[src/rtl/rxf_pkg.sv]
package rxf_pkg;

    localparam int IDX_W  = 5;
    localparam int ADDR_W = 48;
    localparam int NFLAGS = 6;

    typedef logic [IDX_W-1:0] idx_t;

    // flag bit positions
    localparam int F_HONOR_PAUSE = 0;
    localparam int F_PROMISC     = 1;
    localparam int F_FWD_PAUSE   = 2;
    localparam int F_BCAST       = 3;
    localparam int F_MCAST       = 4;
    localparam int F_UCAST       = 5;

    // header byte positions (byte 0 carries the start marker)
    localparam idx_t I_DA_LAST = idx_t'(5);
    localparam idx_t I_TYPE_HI = idx_t'(12);
    localparam idx_t I_TYPE_LO = idx_t'(13);
    localparam idx_t I_OP_HI   = idx_t'(14);
    localparam idx_t I_OP_LO   = idx_t'(15);
    localparam idx_t I_PQ_HI   = idx_t'(16);
    localparam idx_t I_PQ_LO   = idx_t'(17);

    localparam logic [ADDR_W-1:0] PAUSE_DA   = 48'h0180_C200_0001;
    localparam logic [ADDR_W-1:0] BCAST_DA   = '1;
    localparam logic [15:0]       ETYPE_CTRL = 16'h8808;
    localparam logic [15:0]       OP_PAUSE   = 16'h0001;

    typedef enum logic [1:0] {
        FC_UCAST,
        FC_MCAST,
        FC_BCAST,
        FC_PAUSE
    } fclass_t;

    typedef struct packed {
        logic [ADDR_W-1:0] da;
        logic [15:0]       etype;
        logic [15:0]       opcode;
        logic [15:0]       quanta;
    } hdr_t;

endpackage

[src/rtl/rxf_delay.sv]
module rxf_delay #(
    parameter int W      = 11,
    parameter int STAGES = 2
) (
    input  logic         clk,
    input  logic         rst_n,
    input  logic [W-1:0] din,
    output logic [W-1:0] dout
);

    logic [W-1:0] pipe_d [STAGES];
    logic [W-1:0] pipe_q [STAGES];

    generate
        for (genvar g = 0; g < STAGES; g++) begin : g_stage
            if (g == 0) begin : g_head
                always_comb pipe_d[g] = din;
            end else begin : g_tail
                always_comb pipe_d[g] = pipe_q[g-1];
            end

            always_ff @(posedge clk or negedge rst_n) begin
                if (!rst_n) pipe_q[g] <= '0;
                else        pipe_q[g] <= pipe_d[g];
            end
        end
    endgenerate

    assign dout = pipe_q[STAGES-1];

endmodule

[src/rtl/rxf_hdr_parse.sv]
module rxf_hdr_parse
    import rxf_pkg::*;
(
    input  logic       clk,
    input  logic       rst_n,
    input  logic [7:0] in_data,
    input  logic       in_valid,
    input  logic       in_sof,
    input  logic       in_eof,
    output hdr_t       hdr_o,
    output logic       hdr_done_o,
    output logic       short_end_o,
    output logic       pq_done_o
);

    typedef struct packed {
        idx_t cnt;
        logic in_frm;
        logic decided;
        hdr_t hdr;
        logic hdr_done;
        logic short_end;
        logic pq_done;
    } pst_t;

    pst_t st_d, st_q;
    logic take;
    idx_t cur;

    always_comb begin
        st_d           = st_q;
        st_d.hdr_done  = 1'b0;
        st_d.short_end = 1'b0;
        st_d.pq_done   = 1'b0;
        take = in_valid && (in_sof || st_q.in_frm);
        cur  = in_sof ? '0 : st_q.cnt;
        if (take) begin
            if (in_sof) st_d.decided = 1'b0;
            if (cur <= I_DA_LAST)
                st_d.hdr.da = {st_q.hdr.da[ADDR_W-9:0], in_data};
            case (cur)
                I_TYPE_HI: st_d.hdr.etype[15:8]  = in_data;
                I_TYPE_LO: st_d.hdr.etype[7:0]   = in_data;
                I_OP_HI:   st_d.hdr.opcode[15:8] = in_data;
                I_OP_LO:   st_d.hdr.opcode[7:0]  = in_data;
                I_PQ_HI:   st_d.hdr.quanta[15:8] = in_data;
                I_PQ_LO:   st_d.hdr.quanta[7:0]  = in_data;
                default: ;
            endcase
            if (cur == I_TYPE_LO && !st_d.decided) begin
                st_d.hdr_done = 1'b1;
                st_d.decided  = 1'b1;
            end else if (in_eof && !st_d.decided) begin
                st_d.short_end = 1'b1;
                st_d.decided   = 1'b1;
            end
            if (cur == I_PQ_LO) st_d.pq_done = 1'b1;
            st_d.cnt    = (cur == '1) ? cur : cur + idx_t'(1);
            st_d.in_frm = !in_eof;
        end
    end

    always_ff @(posedge clk or negedge rst_n) begin
        if (!rst_n) st_q <= '0;
        else        st_q <= st_d;
    end

    assign hdr_o       = st_q.hdr;
    assign hdr_done_o  = st_q.hdr_done;
    assign short_end_o = st_q.short_end;
    assign pq_done_o   = st_q.pq_done;

    AST_ONE_KIND: assert property (@(posedge clk) disable iff (!rst_n)
        !(hdr_done_o && short_end_o)) else $error("verdict causes overlap");

endmodule

[src/rtl/rxf_verdict.sv]
module rxf_verdict
    import rxf_pkg::*;
(
    input  logic              clk,
    input  logic              rst_n,
    input  logic [NFLAGS-1:0] flags_i,
    input  logic [ADDR_W-1:0] own_addr_i,
    input  logic [ADDR_W-1:0] grp_addr_i,
    input  hdr_t              hdr_i,
    input  logic              hdr_done_i,
    input  logic              short_end_i,
    output logic              is_pause_o,
    output logic              verdict_valid_o,
    output logic              verdict_pass_o
);

    typedef struct packed {
        logic vv;
        logic vp;
    } vst_t;

    vst_t    st_d, st_q;
    fclass_t cls;
    logic    pass;

    always_comb begin
        is_pause_o = (hdr_i.da == PAUSE_DA) && (hdr_i.etype == ETYPE_CTRL);
        if (is_pause_o)               cls = FC_PAUSE;
        else if (hdr_i.da == BCAST_DA) cls = FC_BCAST;
        else if (hdr_i.da[ADDR_W-8])   cls = FC_MCAST;
        else                           cls = FC_UCAST;

        case (cls)
            FC_PAUSE: pass = flags_i[F_FWD_PAUSE];
            FC_BCAST: pass = flags_i[F_PROMISC] || flags_i[F_BCAST];
            FC_MCAST: pass = flags_i[F_PROMISC] ||
                             (flags_i[F_MCAST] && hdr_i.da == grp_addr_i);
            default:  pass = flags_i[F_PROMISC] ||
                             (flags_i[F_UCAST] && hdr_i.da == own_addr_i);
        endcase

        st_d.vv = hdr_done_i || short_end_i;
        st_d.vp = hdr_done_i && pass;
    end

    always_ff @(posedge clk or negedge rst_n) begin
        if (!rst_n) st_q <= '0;
        else        st_q <= st_d;
    end

    assign verdict_valid_o = st_q.vv;
    assign verdict_pass_o  = st_q.vp;

    AST_SHORT_DROP: assert property (@(posedge clk) disable iff (!rst_n)
        short_end_i |=> (verdict_valid_o && !verdict_pass_o)) else $error("short frame not dropped");
    AST_PROMISC_PASS: assert property (@(posedge clk) disable iff (!rst_n)
        (hdr_done_i && flags_i[F_PROMISC] && !is_pause_o) |=> verdict_pass_o) else $error("promiscuous drop");
    AST_PAUSE_BLOCK: assert property (@(posedge clk) disable iff (!rst_n)
        (hdr_done_i && is_pause_o && !flags_i[F_FWD_PAUSE]) |=> !verdict_pass_o) else $error("pause forwarded");

endmodule

[src/rtl/rxf_pause_rep.sv]
module rxf_pause_rep
    import rxf_pkg::*;
(
    input  logic        clk,
    input  logic        rst_n,
    input  logic        honor_i,
    input  logic        is_pause_i,
    input  hdr_t        hdr_i,
    input  logic        pq_done_i,
    output logic        pause_seen_o,
    output logic [15:0] pause_quanta_o
);

    typedef struct packed {
        logic        seen;
        logic [15:0] quanta;
    } qst_t;

    qst_t st_d, st_q;

    always_comb begin
        st_d      = st_q;
        st_d.seen = pq_done_i && honor_i && is_pause_i && (hdr_i.opcode == OP_PAUSE);
        if (st_d.seen) st_d.quanta = hdr_i.quanta;
    end

    always_ff @(posedge clk or negedge rst_n) begin
        if (!rst_n) st_q <= '0;
        else        st_q <= st_d;
    end

    assign pause_seen_o   = st_q.seen;
    assign pause_quanta_o = st_q.quanta;

    AST_QUANTA_HOLD: assert property (@(posedge clk) disable iff (!rst_n)
        !pause_seen_o |-> $stable(pause_quanta_o)) else $error("quanta moved");

endmodule

[src/rtl/rx_frame_filter.sv]
module rx_frame_filter
    import rxf_pkg::*;
(
    input  logic        clk,
    input  logic        rst_n,
    input  logic [5:0]  set_flags,
    input  logic [15:0] own_addr_hi,
    input  logic [31:0] own_addr_lo,
    input  logic [15:0] grp_addr_hi,
    input  logic [31:0] grp_addr_lo,
    input  logic [7:0]  rx_data,
    input  logic        rx_valid,
    input  logic        rx_sof,
    input  logic        rx_eof,
    output logic [7:0]  fw_data,
    output logic        fw_valid,
    output logic        fw_sof,
    output logic        fw_eof,
    output logic        verdict_valid,
    output logic        verdict_pass,
    output logic        pause_seen,
    output logic [15:0] pause_quanta
);

    localparam int SW  = 11;
    localparam int LAT = 2;

    hdr_t hdr;
    logic hdr_done, short_end, pq_done, is_pause;
    logic [SW-1:0] s_in, s_out;

    assign s_in = {rx_valid, rx_sof, rx_eof, rx_data};

    rxf_delay #(.W(SW), .STAGES(LAT)) u_delay (
        .clk  (clk),
        .rst_n(rst_n),
        .din  (s_in),
        .dout (s_out)
    );

    assign {fw_valid, fw_sof, fw_eof, fw_data} = s_out;

    rxf_hdr_parse u_parse (
        .clk        (clk),
        .rst_n      (rst_n),
        .in_data    (rx_data),
        .in_valid   (rx_valid),
        .in_sof     (rx_sof),
        .in_eof     (rx_eof),
        .hdr_o      (hdr),
        .hdr_done_o (hdr_done),
        .short_end_o(short_end),
        .pq_done_o  (pq_done)
    );

    rxf_verdict u_verdict (
        .clk            (clk),
        .rst_n          (rst_n),
        .flags_i        (set_flags),
        .own_addr_i     ({own_addr_hi, own_addr_lo}),
        .grp_addr_i     ({grp_addr_hi, grp_addr_lo}),
        .hdr_i          (hdr),
        .hdr_done_i     (hdr_done),
        .short_end_i    (short_end),
        .is_pause_o     (is_pause),
        .verdict_valid_o(verdict_valid),
        .verdict_pass_o (verdict_pass)
    );

    rxf_pause_rep u_pause (
        .clk           (clk),
        .rst_n         (rst_n),
        .honor_i       (set_flags[F_HONOR_PAUSE]),
        .is_pause_i    (is_pause),
        .hdr_i         (hdr),
        .pq_done_i     (pq_done),
        .pause_seen_o  (pause_seen),
        .pause_quanta_o(pause_quanta)
    );

    AST_STREAM_LAT: assert property (@(posedge clk) disable iff (!rst_n)
        rx_valid |-> ##2 fw_valid) else $error("stream latency");
    AST_VERDICT_ON_BYTE: assert property (@(posedge clk) disable iff (!rst_n)
        verdict_valid |-> fw_valid) else $error("verdict off a byte");
    AST_PAUSE_ON_BYTE: assert property (@(posedge clk) disable iff (!rst_n)
        pause_seen |-> (fw_valid && !verdict_valid)) else $error("pause strobe off a byte");

endmodule

[config.mk]
export PLATFORM = sky130hd
export DESIGN_NAME = rx_frame_filter
export DESIGN_NICKNAME = d
export VERILOG_FILES = /design/src/rtl/rxf_pkg.sv /design/src/rtl/rxf_delay.sv /design/src/rtl/rxf_hdr_parse.sv /design/src/rtl/rxf_verdict.sv /design/src/rtl/rxf_pause_rep.sv /design/src/rtl/rx_frame_filter.sv
export SDC_FILE = /design/constraint.sdc
export NUM_CORES = 1
export LEC_CHECK = 0
export ABC_AREA = 1
export BUFFER_PORTS_ARGS = -buffer_cell sky130_fd_sc_hd__buf_4
export CORE_MARGIN = 2
export CORE_UTILIZATION = 50
export DETAILED_ROUTE_END_ITERATION = 8
export GPL_ROUTABILITY_DRIVEN = 0
export PLACE_DENSITY = 0.74
export SYNTH_ARGS = -nofsm -noshare
export SYNTH_HDL_FRONTEND = slang
export SYNTH_SLANG_ARGS = --single-unit
[constraint.sdc]
create_clock -name clk -period 2.95 [get_ports clk]
set_clock_uncertainty 0.15 [all_clocks]
set_input_delay 0.295 -clock clk [delete_from_list [all_inputs] [get_ports clk]]
set_output_delay 0.295 -clock clk [all_outputs]
set_load 0.03 [all_outputs]
==> out/metrics.cfg <==
[placed_design]
placement.io_buffers = 144
postPlaceCellArea_sq_um = 8700
place_ws_ps = 464
place_inst = 1256
detailed_place_hpwl_microns = 16200

[cells_and_area]
filler_cell_count = 1246
syn_to_final_growth_pct = 26.1
nets = 1226
antenna_cells = 0
final_layout_size_suffix_gt1_frac = 0.209
mostFrequentLayoutCells = sky130_fd_sc_hd__nand2_1, sky130_fd_sc_hd__dfrtp_1, sky130_fd_sc_hd__buf_4, sky130_fd_sc_hd__inv_1, sky130_fd_sc_hd__o21ai_0
stdcell_count = 1301
layout_commonest_cell = sky130_fd_sc_hd__nand2_1
layout.cell_area.non_filler_sq_um = 9410

[cts]
cts-htree-levels = 4
numCtsBuffers = 17
ctsLongestPathBuffers = 2
cts_post_setup_buffers_inserted = 0
cts_sinks = 147
tritoncts = built
worstSkewPairLatency_ps = 440
cts-root-buf = sky130_fd_sc_hd__clkbuf_16
clk_pin_slew_ps = 70

[timing]
max_freq_mhz = 396
timing.final.hold_violations = 0
timing_max_transition_violations_final = 0
setup-tns-final_ps = 0
grt_setup_unrepaired = false
maxSlewHeadroom = 0.542
setup_viol_count_final = 0
post-route-worst-setup-slack_ps = 424
tightestPinTransition_ps = 685
fin_crit_ps = 2530
finalCritPeriodShare = 0.856

[grt]
antenna_found_initial = 0
overflow = 0
vias_in_the_first_global_route = 6832
grt_pass1_wl_microns = 34000
maximum_number_of_pins_on_one_net_before_global_route_repair = 59
grt_usage = 0.279

[yosys]
post_synthesis_cell_area_sq_um = 7460
syn-num-nets = 1066
synth.yosys.warnings = 0
asyncSetResetFlopFracSynth = 1.00
synth_enable_flop_cells = 0
synth.lib_cells_used.distinct = 37
postSynthAreaPerCell_sq_um = 7.90
syn_inst = 944
synth.yosys.seq_area_share = 0.493
ys_ff_latch = 147
synth_top_flop_cell = sky130_fd_sc_hd__dfrtp_1

[worst_hold_path]
worst_hold_path_type = input port to flop

[setup_path]
worst_r2r_endpoint = u_verdict.verdict_pass_o
worstPathMaxFanout = 6
cp_data_required_time_ps = 3120
worst_setup_path_end_kind = flop
timing.setup.critical_path_class = flop to flop
worstSetupStartpointType = flop
r2r-start = u_parse.hdr_o[74]
r2r_setup_slack_ps = 420
endpoint = u_verdict.verdict_pass_o
worst_ep_arrival_time_ps = 2700
worst_setup_path_startpoint = u_parse.hdr_o[74]
timing.reg2reg.worst_path_depth = 19

[floorplan]
die_h_microns = 126
placeableCoreArea_sq_um = 14500
die-area_sq_um = 15900
initial_utilization = 0.513
number_of_primary_i_o_pins = 145
rows = 44
die-width_microns = 126

[power_and_ir_drop]
power.share.sequential = 0.426
power_switching_uw = 2900
vdd.ir_drop.worst_v = 0.000429
switching_share = 0.390
power.density_cell_area_nw_per_um2 = 791
share_clk_of_total_power = 0.283
p_leak_uw = 0.00487
power_report.internal_total_uw = 4540
share_comb_of_total_power = 0.291
total_power_uw = 7440

[status]
outcome = completed

[run]
max-cap-violations = 0

[route]
first_iter_violations = 618
num_vias = 6788
wirelength_microns = 21400
post_drt_wl_per_cell_microns = 16.5
drcViolationCount = 0
drt_pass1_iterations = 5
detail-route-antenna-nets = 0
drt-vias-per-instance = 5.22

timing repair:
action / in CTS / in global routing
gates resized for setup: 0 / 0
hold buffers: 13 / 0
endpoints found under the hold margin: 143 / 0
endpoints found under the setup margin: 0 / 0
worst min-delay path by stage:
stage,startpoint,end,slack (ps),cells after the start
after floorplan,rst_n,u_delay.dout[0],-150,0
after detailed placement,rst_n,u_delay.dout[5],20,1
after global routing,set_flags[3],u_verdict.verdict_pass_o,120,5
after global placement,rst_n,u_delay.dout[5],30,1
final,set_flags[3],u_verdict.verdict_pass_o,70,5
after CTS,set_flags[3],u_verdict.verdict_pass_o,60,5
cells by family after synthesis:
| logic type | after synthesis | synth area share |
|---|---|---|
| flip-flops | 147 | 0.493 |
| AO/OA/AOI/OAI | 148 | 0.111 |
| XOR/XNOR | 27 | 0.0317 |
| multiplexers | 1 | 0.00201 |
| buffers and inverters | 164 | 0.0934 |
| AND/OR/NAND/NOR | 450 | 0.257 |
| adder cells (fa/ha/maj) | 7 | 0.0117 |
power by group through the flow:
stage / clock [uW] / combinational [uW] / sequential [uW]
after floorplan: 0 / 1480 / 3000
final: 2110 / 2170 / 3170
after global placement: 0 / 2090 / 3140
after global routing: 2220 / 2450 / 3240
after CTS: 2130 / 2160 / 3150
after detailed placement: 0 / 2110 / 3170
state kept, by name (all words and copies together), names as in the netlist:
| register | flops |
|---|---|
| u_parse.hdr_o | 96 |
| u_pause.pause_quanta_o | 16 |
| u_delay.dout | 11 |
| u_delay.pipe_d | 11 |
| u_parse.st_q | 7 |
| u_parse.hdr_done_o | 1 |
| u_parse.pq_done_o | 1 |
| u_parse.short_end_o | 1 |
| u_pause.pause_seen_o | 1 |
| u_verdict.verdict_pass_o | 1 |
| u_verdict.verdict_valid_o | 1 |
routing by layer:
layer | global-route usage | part of all wire | vias to the layer above
li1 | - | - | 3281
met1 | 0.341 | 0.40 | 3133
met2 | 0.446 | 0.46 | 295
met3 | 0.0629 | 0.070 | 79
met4 | 0.185 | 0.065 | 0
met5 | 0 | 0 | -
per-stage QoR:
| stage | hold WS (ps) | util |
|---|---|---|
| global route | 120 | 0.647 |
| detailed placement | 23.9 | 0.598 |
| finish | 69.9 | 0.647 |
| CTS | 59.0 | 0.647 |
| floorplan | -151 | - |
| global placement | 25.1 | 0.598 |
final cells by class:
class | instances | area (sq um) | share of cell area
clock buffers | 18 | 439 | 0.0467
clock inverters | 14 | 139 | 0.0148
inverters | 142 | 536 | 0.0569
multi-input cells | 633 | 3090 | 0.328
flip-flops and latches | 147 | 3680 | 0.391
well taps | 184 | 230 | 0.0245
repair buffers | 163 | 1300 | 0.138
critical path, stage by stage (launching register included):
cell and delay [ps]:
sky130_fd_sc_hd__dfrtp_1 480, sky130_fd_sc_hd__nor4_1 350, sky130_fd_sc_hd__nand3_1 190, sky130_fd_sc_hd__nor2_2 210, sky130_fd_sc_hd__nand2_1 80, sky130_fd_sc_hd__nand2_1 110
sky130_fd_sc_hd__inv_1 50, sky130_fd_sc_hd__ha_1 190, sky130_fd_sc_hd__nand2_1 60, sky130_fd_sc_hd__inv_1 40, sky130_fd_sc_hd__nand2_1 50, sky130_fd_sc_hd__nor2_1 40
sky130_fd_sc_hd__nand2_1 60, sky130_fd_sc_hd__nor2_1 40, sky130_fd_sc_hd__nand2_1 60, sky130_fd_sc_hd__nor2_1 40, sky130_fd_sc_hd__nand2_1 60, sky130_fd_sc_hd__nand2_1 50
sky130_fd_sc_hd__nand2_1 50, sky130_fd_sc_hd__a21oi_1 50
Yosys cell counts, drive strengths merged, types with 2 or more instances:
cell	n	area (sq um)
nor4	16	106
inv	142	536
xor2	5	43.8
o22ai	3	18.8
ha	7	87.6
nand3	13	100
buf	18	145
nor3	7	46.3
xnor2	22	193
o21ai	130	722
nand4	19	119
nand2	313	1210
nor2	79	314
or2	2	12.5
clkbuf	4	16.3
dfrtp	147	3680
a21oi	10	50.1
a22oi	3	22.5
No activity file was read; power rests on OpenSTA's default activity.
